**src/rtl/tbr_pkg.sv**
```systemverilog
package tbr_pkg;
  typedef enum logic [1:0] {
    ST_IDLE = 2'd0,
    ST_CAPT = 2'd1,
    ST_FULL = 2'd2
  } cap_state_e;
endpackage

```
**src/rtl/tbr_event_ctr.sv**
```systemverilog
module tbr_event_ctr #(
  parameter int CW = 32
) (
  input  logic          clk,
  input  logic          rst_n,
  input  logic          ev,
  input  logic          load,
  input  logic [CW-1:0] load_val,
  output logic          ovf
);
  logic [CW-1:0] cnt_q;
  logic          wrap;

  assign wrap = (cnt_q <= CW'(1));
  assign ovf  = ev && !load && wrap;

  always_ff @(posedge clk) begin
    if (!rst_n) begin
      cnt_q <= '0;
    end else if (load) begin
      cnt_q <= load_val;
    end else if (ev) begin
      if (wrap) cnt_q <= load_val;
      else      cnt_q <= cnt_q - CW'(1);
    end
  end


  reload_after_wrap_chk: assert property (@(posedge clk) disable iff (!rst_n)
    ovf |=> (cnt_q == $past(load_val)));
endmodule

```
**src/rtl/tbr_capture_buf.sv**
```systemverilog
module tbr_capture_buf
  import tbr_pkg::*;
#(
  parameter int AW    = 48,
  parameter int DEPTH = 16,
  parameter int IW    = $clog2(DEPTH),
  parameter int FW    = IW + 1
) (
  input  logic          clk,
  input  logic          rst_n,
  input  logic          arm,
  input  logic          clear,
  input  logic          br_valid,
  input  logic [AW-1:0] br_from,
  input  logic [AW-1:0] br_to,
  input  logic [IW-1:0] rd_addr,
  output logic [AW-1:0] rd_from,
  output logic [AW-1:0] rd_to,
  output logic [FW-1:0] fill,
  output logic          full
);
  cap_state_e    st_q;
  logic [FW-1:0] fill_q;
  logic          cap_we;
  logic [IW-1:0] wr_idx;
  logic [AW-1:0] from_q [DEPTH];
  logic [AW-1:0] to_q   [DEPTH];
  logic [FW-1:0] diff;
  logic [IW-1:0] rd_idx;
  logic          rd_hit;

  assign cap_we = (st_q == ST_CAPT) && br_valid && !clear;
  assign wr_idx = fill_q[IW-1:0];

  always_ff @(posedge clk) begin
    if (!rst_n) begin
      st_q   <= ST_IDLE;
      fill_q <= '0;
    end else if (clear) begin
      st_q   <= ST_IDLE;
      fill_q <= '0;
    end else begin
      case (st_q)
        ST_IDLE: if (arm) st_q <= ST_CAPT;
        ST_CAPT: if (cap_we) begin
          fill_q <= fill_q + FW'(1);
          if (fill_q == FW'(DEPTH - 1)) st_q <= ST_FULL;
        end
        default: st_q <= st_q;
      endcase
    end
  end

  for (genvar g = 0; g < DEPTH; g++) begin : g_slot
    always_ff @(posedge clk) begin
      if (cap_we && (wr_idx == IW'(g))) begin
        from_q[g] <= br_from;
        to_q[g]   <= br_to;
      end
    end
  end

  assign diff    = fill_q - {1'b0, rd_addr} - FW'(1);
  assign rd_idx  = diff[IW-1:0];
  assign rd_hit  = ({1'b0, rd_addr} < fill_q);
  assign rd_from = rd_hit ? from_q[rd_idx] : '0;
  assign rd_to   = rd_hit ? to_q[rd_idx]   : '0;
  assign fill    = fill_q;
  assign full    = (st_q == ST_FULL);


  fill_bound_chk: assert property (@(posedge clk) disable iff (!rst_n)
    fill_q <= FW'(DEPTH));

  sat_hold_chk: assert property (@(posedge clk) disable iff (!rst_n)
    (st_q == ST_FULL && !clear) |=> ($stable(fill_q) && st_q == ST_FULL));

  arm_skip_chk: assert property (@(posedge clk) disable iff (!rst_n)
    (st_q == ST_IDLE && !clear) |=> (fill_q == '0));

  fill_step_chk: assert property (@(posedge clk) disable iff (!rst_n)
    (st_q == ST_CAPT && br_valid && !clear) |=> (fill_q == $past(fill_q) + FW'(1)));
endmodule

```
**src/rtl/tbr_sampler.sv**
```systemverilog
module tbr_sampler #(
  parameter int AW    = 48,
  parameter int CW    = 32,
  parameter int DEPTH = 16,
  localparam int IW   = $clog2(DEPTH),
  localparam int FW   = IW + 1
) (
  input  logic          clk,
  input  logic          rst_n,
  input  logic          ev_pulse,
  input  logic          br_valid,
  output logic          br_ready,
  input  logic [AW-1:0] br_from,
  input  logic [AW-1:0] br_to,
  input  logic          cfg_we,
  input  logic [CW-1:0] cfg_period,
  input  logic          rearm,
  input  logic [IW-1:0] rd_addr,
  output logic [AW-1:0] rd_from,
  output logic [AW-1:0] rd_to,
  output logic [FW-1:0] fill_count,
  output logic          buf_full,
  output logic          period_bad,
  output logic          irq
);
  logic [CW-1:0] period_q;
  logic [CW-1:0] load_val;
  logic          ctr_load;
  logic          ovf;
  logic          arm;
  logic          clr;
  logic          full;

  always_ff @(posedge clk) begin
    if (!rst_n)      period_q <= '0;
    else if (cfg_we) period_q <= cfg_period;
  end

  assign period_bad = !(period_q > CW'(DEPTH));
  assign ctr_load   = rearm || cfg_we;
  assign clr        = rearm || cfg_we;
  assign load_val   = cfg_we ? cfg_period : period_q;
  assign arm        = ovf && !period_bad;
  assign br_ready   = rst_n;

  tbr_event_ctr #(.CW(CW)) i_ctr (
    .clk      (clk),
    .rst_n    (rst_n),
    .ev       (ev_pulse),
    .load     (ctr_load),
    .load_val (load_val),
    .ovf      (ovf)
  );

  tbr_capture_buf #(.AW(AW), .DEPTH(DEPTH)) i_buf (
    .clk      (clk),
    .rst_n    (rst_n),
    .arm      (arm),
    .clear    (clr),
    .br_valid (br_valid),
    .br_from  (br_from),
    .br_to    (br_to),
    .rd_addr  (rd_addr),
    .rd_from  (rd_from),
    .rd_to    (rd_to),
    .fill     (fill_count),
    .full     (full)
  );

  assign buf_full = full;
  assign irq      = full;


  irq_full_chk: assert property (@(posedge clk) disable iff (!rst_n)
    irq |-> (fill_count == FW'(DEPTH)));

  rearm_chk: assert property (@(posedge clk) disable iff (!rst_n)
    rearm |=> (fill_count == '0 && !irq));

  bad_noarm_chk: assert property (@(posedge clk) disable iff (!rst_n)
    (period_bad && !cfg_we) |=> (fill_count == '0));

  cfg_clear_chk: assert property (@(posedge clk) disable iff (!rst_n)
    cfg_we |=> (fill_count == '0 && !irq));
endmodule

```
**config.mk**
```make
export PLATFORM = sky130hd
export DESIGN_NAME = tbr_sampler
export DESIGN_NICKNAME = d
export VERILOG_FILES = /design/src/rtl/tbr_pkg.sv /design/src/rtl/tbr_event_ctr.sv /design/src/rtl/tbr_capture_buf.sv /design/src/rtl/tbr_sampler.sv
export SDC_FILE = /design/constraint.sdc
export NUM_CORES = 2
export LEC_CHECK = 0
export ABC_AREA = 1
export CAP_MARGIN = 20
export CORE_ASPECT_RATIO = 1.1
export CORE_MARGIN = 1.5
export CORE_UTILIZATION = 61
export DETAILED_ROUTE_END_ITERATION = 16
export PLACE_DENSITY = 0.77
export SLEW_MARGIN = 30
export SYNTH_ARGS = -nofsm -noshare
export SYNTH_HDL_FRONTEND = slang
export SYNTH_SLANG_ARGS = --single-unit
```
**constraint.sdc**
```tcl
create_clock -name clk -period 8.6 [get_ports clk]
set_clock_uncertainty 0.2 [all_clocks]
set_input_delay 1.29 -clock clk [delete_from_list [all_inputs] [get_ports clk]]
set_output_delay 1.29 -clock clk [all_outputs]
set_load 0.005 [all_outputs]
```
## Word level (Yosys, flattened, before mapping)

Memory sizes are Yosys's and may differ from the RTL's.
Cells that the tools add are included.
W data, S select, Z words.

| storage, ports and cells | value |
|---|---|
| RAM bits | 1536 |
| bits in registers | 71 |
| word-level logic and storage cells | 228 |
| memories kept | 2 |

| cells by class | value |
|---|---|
| add/sub/neg operators | 4 |
| equality and inequality tests | 21 |
| bitwise operators | 1 |
| reduce and logical (&&, ||, !) cells | 61 |
| order comparisons | 3 |
| multiplexer cells | 132 |

Memories:

| memory | depth | bits a word | read ports | clocked after memory_dff | write ports | RTL line | source |
|---|---|---|---|---|---|---|---|
| i_buf.from_q | 16 | 48 | 1 | 0 | 1 | tbr_capture_buf.sv:26 | `logic [AW-1:0] from_q [DEPTH];` |
| i_buf.to_q | 16 | 48 | 1 | 0 | 1 | tbr_capture_buf.sv:27 | `logic [AW-1:0] to_q [DEPTH];` |

Operator list:

| cell | count |
|---|---|
| $mux W48 | 32 |
| $reduce_or A48 Y1 | 30 |
| $mux W32 | 4 |
| $mux W4 | 30 |
| $mux W1 | 62 |
| $eq A4 B4 Y1 const B | 8 |
| $gt A32 B5 Y1 const B | 1 |
| $le A32 B1 Y1 const B | 1 |
| $sub A32 B1 Y32 const B | 1 |
| $logic_and A1 B1 Y1 | 21 |
| $eq A4 B3 Y1 const B | 4 |
| $eq A4 B2 Y1 const B | 2 |
| $mux W2 | 3 |
| $add A5 B1 Y5 const B | 1 |
| $eq A5 B4 Y1 const B | 1 |
| $lt A4 B5 Y1 | 1 |
| $eq A4 B1 Y1 const B | 1 |
| $logic_not A4 Y1 | 1 |
| $ne A2 B2 Y1 const B | 2 |
| $pmux W2 S2 | 1 |
| $reduce_and A4 Y1 | 1 |
| $reduce_bool A2 Y1 | 2 |
| $sub A4 B1 Y4 const B | 1 |
| $sub A4 B4 Y4 | 1 |
| 9 further kinds | 10 |

## Depth between registers and ports, before layout

| depth | value |
|---|---|
| word-level depth | 22 |
| depth in mapped cells | 15 |

## By module

A second synthesis with hierarchy kept.

| second synthesis, totals | value |
|---|---|
| cell total of the unflattened synthesis | 5843 |
| area total of the unflattened synthesis | 66014.6 sq um |

By module, submodules not included:

| module | area an instance (sq um) | cells each | instances | seq. area each (sq um) |
|---|---|---|---|---|
| tbr_capture_buf | 62129.6 | 5240 | 1 | 46264.4 |
| tbr_event_ctr | 2477.4 | 393 | 1 | 640.6 |
| tbr_sampler | 1407.6 | 210 | 1 | 640.6 |

## Least setup slack after synthesis

Ideal clock, no wire load.

| timing | value |
|---|---|
| kind | input to register |
| from | in cfg_we |
| to | mem i_buf.from_q[11][0], enable pin |
| required time | 7849 ps |
| path slack | 1777 ps |
| cell stages on the path | 7 |
| arrival | 6072 ps |
| library setup time | 551 ps |
| cells stage by stage | buf_4 nor2_4 buf_6 nand3_2 nor2_1 inv_1 nor2_1 |

| on the way | value |
|---|---|
| word-level cells in the longest chain between the ends | 22 |
| elaborated cells between the ends (all ways) | 96 |
| those cells by class | mux (62); reduce/logical (34) |

Ends and longest elaborated chain:

| element | RTL line | source |
|---|---|---|
| from (decl) | tbr_sampler.sv:15 | `input logic cfg_we,` |
| $logic_or A1 B1 Y1 (*) | tbr_sampler.sv:41 | `assign clr = rearm \|\| cfg_we;` |
| $logic_not A1 Y1 (*) | tbr_capture_buf.sv:32 | `assign cap_we = (st_q == ST_CAPT) && br_valid && !clear;` |
| $logic_and A1 B1 Y1 (*) | tbr_capture_buf.sv:32 |  |
| $logic_and A1 B1 Y1 | tbr_capture_buf.sv:56 | `if (cap_we && (wr_idx == IW'(g))) begin` |
| $mux W1 | tbr_capture_buf.sv:56 |  |
| $mux W1 (implied by the code) | tbr_capture_buf.sv:57 | `from_q[g] <= br_from;` |
| $reduce_or A48 Y1 (no line) | - |  |
| $mux W4 (no line) or $mux W1 (tied branches) (15 in a row) | - |  |
| to (decl) | tbr_capture_buf.sv:26 |  |

Every way passes the cells marked *; elsewhere a longest branch is shown, timed or not.

## Worst setup path after layout

| timing | value |
|---|---|
| from | in rd_addr[0] |
| to | out rd_from[13] |

| on the way | value |
|---|---|
| word-level cells in the longest chain between the ends | 4 |
| elaborated cells between the ends (all ways) | 5 |
| those cells by class | add/sub (2); order compare (1); mux (1); memory (1) |

Ends and longest elaborated chain:

| element | RTL line | source |
|---|---|---|
| from (decl) | tbr_sampler.sv:18 | `input logic [IW-1:0] rd_addr,` |
| $sub A4 B4 Y4 | tbr_capture_buf.sv:63 | `assign diff = fill_q - {1'b0, rd_addr} - FW'(1);` |
| $sub A4 B1 Y4 | tbr_capture_buf.sv:63 |  |
| $mem_v2 Z16 W48 | - |  |
| $mux W48 (*) | tbr_capture_buf.sv:66 | `assign rd_from = rd_hit ? from_q[rd_idx] : '0;` |
| to (decl) | tbr_sampler.sv:19 | `output logic [AW-1:0] rd_from,` |

Marked as above.

==> flow_summary.toml <==
[cts]
path_clk_slew_ns = 0.06
cts_max_level = 4
cts_tree = "yes"
post-cts-setup-buffer-count = 0
ctsResizeCount = 0
clock-root-buffer = "clkbuf_16"
hold_buffers = 0
cts_buffers = 153
clock_sinks = 1607
cts_max_path_buffers = 3
insertion_delay_ns = 0.76

[min_path]
hold_class = "reg2reg"
worstHoldStart = "i_ctr.cnt_q[30]$_SDFFE_PN0P_"

[die]
start_util = 0.6155
core_area_um2 = 105600
rows = 125
die_w_um = 314.2
fp.dieH_um = 345.3
die_area_um2 = 108500
ios = 243

[layout]
drive_gt1_frac = 0.05987
final_area_um2 = 73530
mostFrequentLayoutCells = "1782 x nand2_1, 1536 x edfxtp_1, 1181 x nand3_1"
area_delta_synth_final_pct = 13.15
final_common_cell = "nand2_1"
fin_nets = 5780
nFillCells = 6980

[power_and_ir_drop]
total_power_uw = 16230
power_density_nw_per_um2 = 220.7
p_leak_uw = 0.02581
peakVddDrop_mv = 0.1965

[sta]
relSlewSlack = 0.3163
final-setup-viol-count = 0
worst_pin_slew_ns = 1.025
drv_slew = 0
totalNegativeSetupSlack_ns = 0
hold_violations = 0
fmax_ghz = 0.1454
layout_worst_path_cycle_share = 0.7998
rsz0062_at_grt = "false"
fin_crit_ns = 6.879

[global_routing]
grt-ovfl-total = 0
antenna_found_initial = 13
grt_max_degree = 211
track_usage = 0.2995
grt_pass1_vias = 41800
grt_first_pass_wirelength_mm = 245.7

[logic_synthesis]
syn_area_um2 = 64980
yosysSeqAreaShare = 0.7317
postSynthAreaPerCell_um2 = 11.81
synth.ff_latch_count = 1607
ys_types = 42
synth_fp_nets = 5652
ys.warnings.count = 0
synth_cells = 5500

[setup_path]
cp-end-kind = "output pin"
worstReg2RegStart = "i_buf.st_q[0]$_SDFFE_PP0P_"
required_ns = 7.11
cp_max_fo = 162
reg2reg_slack_ns = 5.10
cp-start-kind = "primary input"
reg2reg_depth = 7
timing.rr.end = "i_buf.to_q[1][41]$_DFFE_PP_"
crit_end = "rd_from[13]"
crit_arrival_ns = 5.39
cp-startpoint = "rd_addr[0]"
path_class = "in2out"

[route]
antenna_left = 0
wl_mm = 162.9
drtIter0Drc = 5125
dr.pass1.iters = 6
routedWlPerCell_um = 22.77
drc = 0
vias_per_cell = 6.060
vias = 43350

[place]
port_buffers = 242
place.gp.congestion = 0.8990
hpwl_mm = 81.56
place_area_um2 = 68550

[status]
status = "finished, final reports clean"

[job]
cap_viol_max_count = 0
## critical path: stages
cell and delay (ns):
clkdlybuf4s50_1 0.55, inv_1 0.10, ha_4 0.85, buf_12 0.33, buf_16 0.52, nand2_1 0.10
nand3_1 0.11, nand3_1 0.09, nand3_1 0.13, nand2_1 0.05, a21oi_1 0.38, clkdlybuf4s50_1 0.65
## cells in the mapped netlist, drive strengths merged
cell type / instances / area (um^2)
o21ai: 26 / 137.6
ha: 13 / 162.7
a21o: 1 / 7.510
nand2: 1788 / 6736
edfxtp: 1536 / 46120
fa: 1 / 20.02
a21oi: 138 / 694.4
o221ai: 3 / 26.28
nor4: 7 / 43.79
a31oi: 95 / 594.3
inv: 52 / 195.2
o22ai: 1 / 6.260
nor2: 162 / 635.6
nand3b: 4 / 30.03
clkbuf: 129 / 484.2
mux2i: 31 / 310.3
nor3: 4 / 20.02
dfxtp: 71 / 1421
nand3: 1182 / 5921
xnor2: 3 / 33.79
or2: 3 / 18.77
a211oi: 2 / 15.01
nand4: 15 / 93.84
buf: 226 / 1200
nor2b: 1 / 6.260
xor2: 4 / 35.03
clkinv: 2 / 7.510
## worst min path at each step
| stage | cells past startpoint | endpoint |
|---|---|---|
| after floorplan | 2 | i_ctr.cnt_q[29]$_SDFFE_PN0P_ |
| after CTS | 2 | i_ctr.cnt_q[30]$_SDFFE_PN0P_ |
| final | 2 | i_ctr.cnt_q[30]$_SDFFE_PN0P_ |
| after global routing | 2 | i_ctr.cnt_q[29]$_SDFFE_PN0P_ |
| after global placement | 2 | i_ctr.cnt_q[30]$_SDFFE_PN0P_ |
| after detailed placement | 2 | i_ctr.cnt_q[30]$_SDFFE_PN0P_ |
## sequential cells by signal (all words and copies together) (netlist names)
register / cells
i_buf.from_q: 768
i_buf.st_q: 2
i_buf.to_q: 768
period_q: 32
i_ctr.cnt_q: 32
i_buf.fill: 5
## kinds of logic after synthesis
group	synth area share
xor gates and xnor gates	0.001059
DFF	0.7317
muxes	0.004775
AOI/OAI and AO/OA	0.02280
and+or+nand+nor	0.2078
buffers and inverters	0.02904
adders and majority gates	0.002811
## routing by layer
metal  GRT usage  vias up  routed length (um)
met5           0        -                  51
li1            -    19760                   -
met1      0.3972    20890               60800
met3     0.05253      380               15930
met2      0.4938     2306               80550
met4      0.1208        8                5563
## power breakdown
group	switching [uW]	internal, uW	total (uW)
combinational	697	340	1040
clock	2790	3800	6580
sequential	19.5	8580	8600
total	3500	12700	16200
## layout make-up
cell class | instances | area, um^2 | area share
tap | 1397 | 1748 | 0.02377
timing repair buffer | 328 | 3358 | 0.04567
clock buffer | 194 | 4151 | 0.05646
inverter | 54 | 230.2 | 0.003131
sequential | 1607 | 47550 | 0.6466
antenna | 11 | 27.53 | 0.0003744
clock inverter | 79 | 740.7 | 0.01007
multi-input combinational | 3484 | 15730 | 0.2139
## stage by stage
stage,utilization,hold WS (ns),instances,setup slack [ns]
after floorplan,-,0.2549,5500,1.777
after global placement,0.6485,0.2672,6865,1.855
after detailed placement,0.6494,0.2736,6868,1.777
after CTS,0.6957,0.2823,7141,1.770
after global routing,0.6963,0.3165,7148,1.668
final,0.6965,0.2857,7154,1.721
Note: power is estimated with default switching activity, not from simulation.
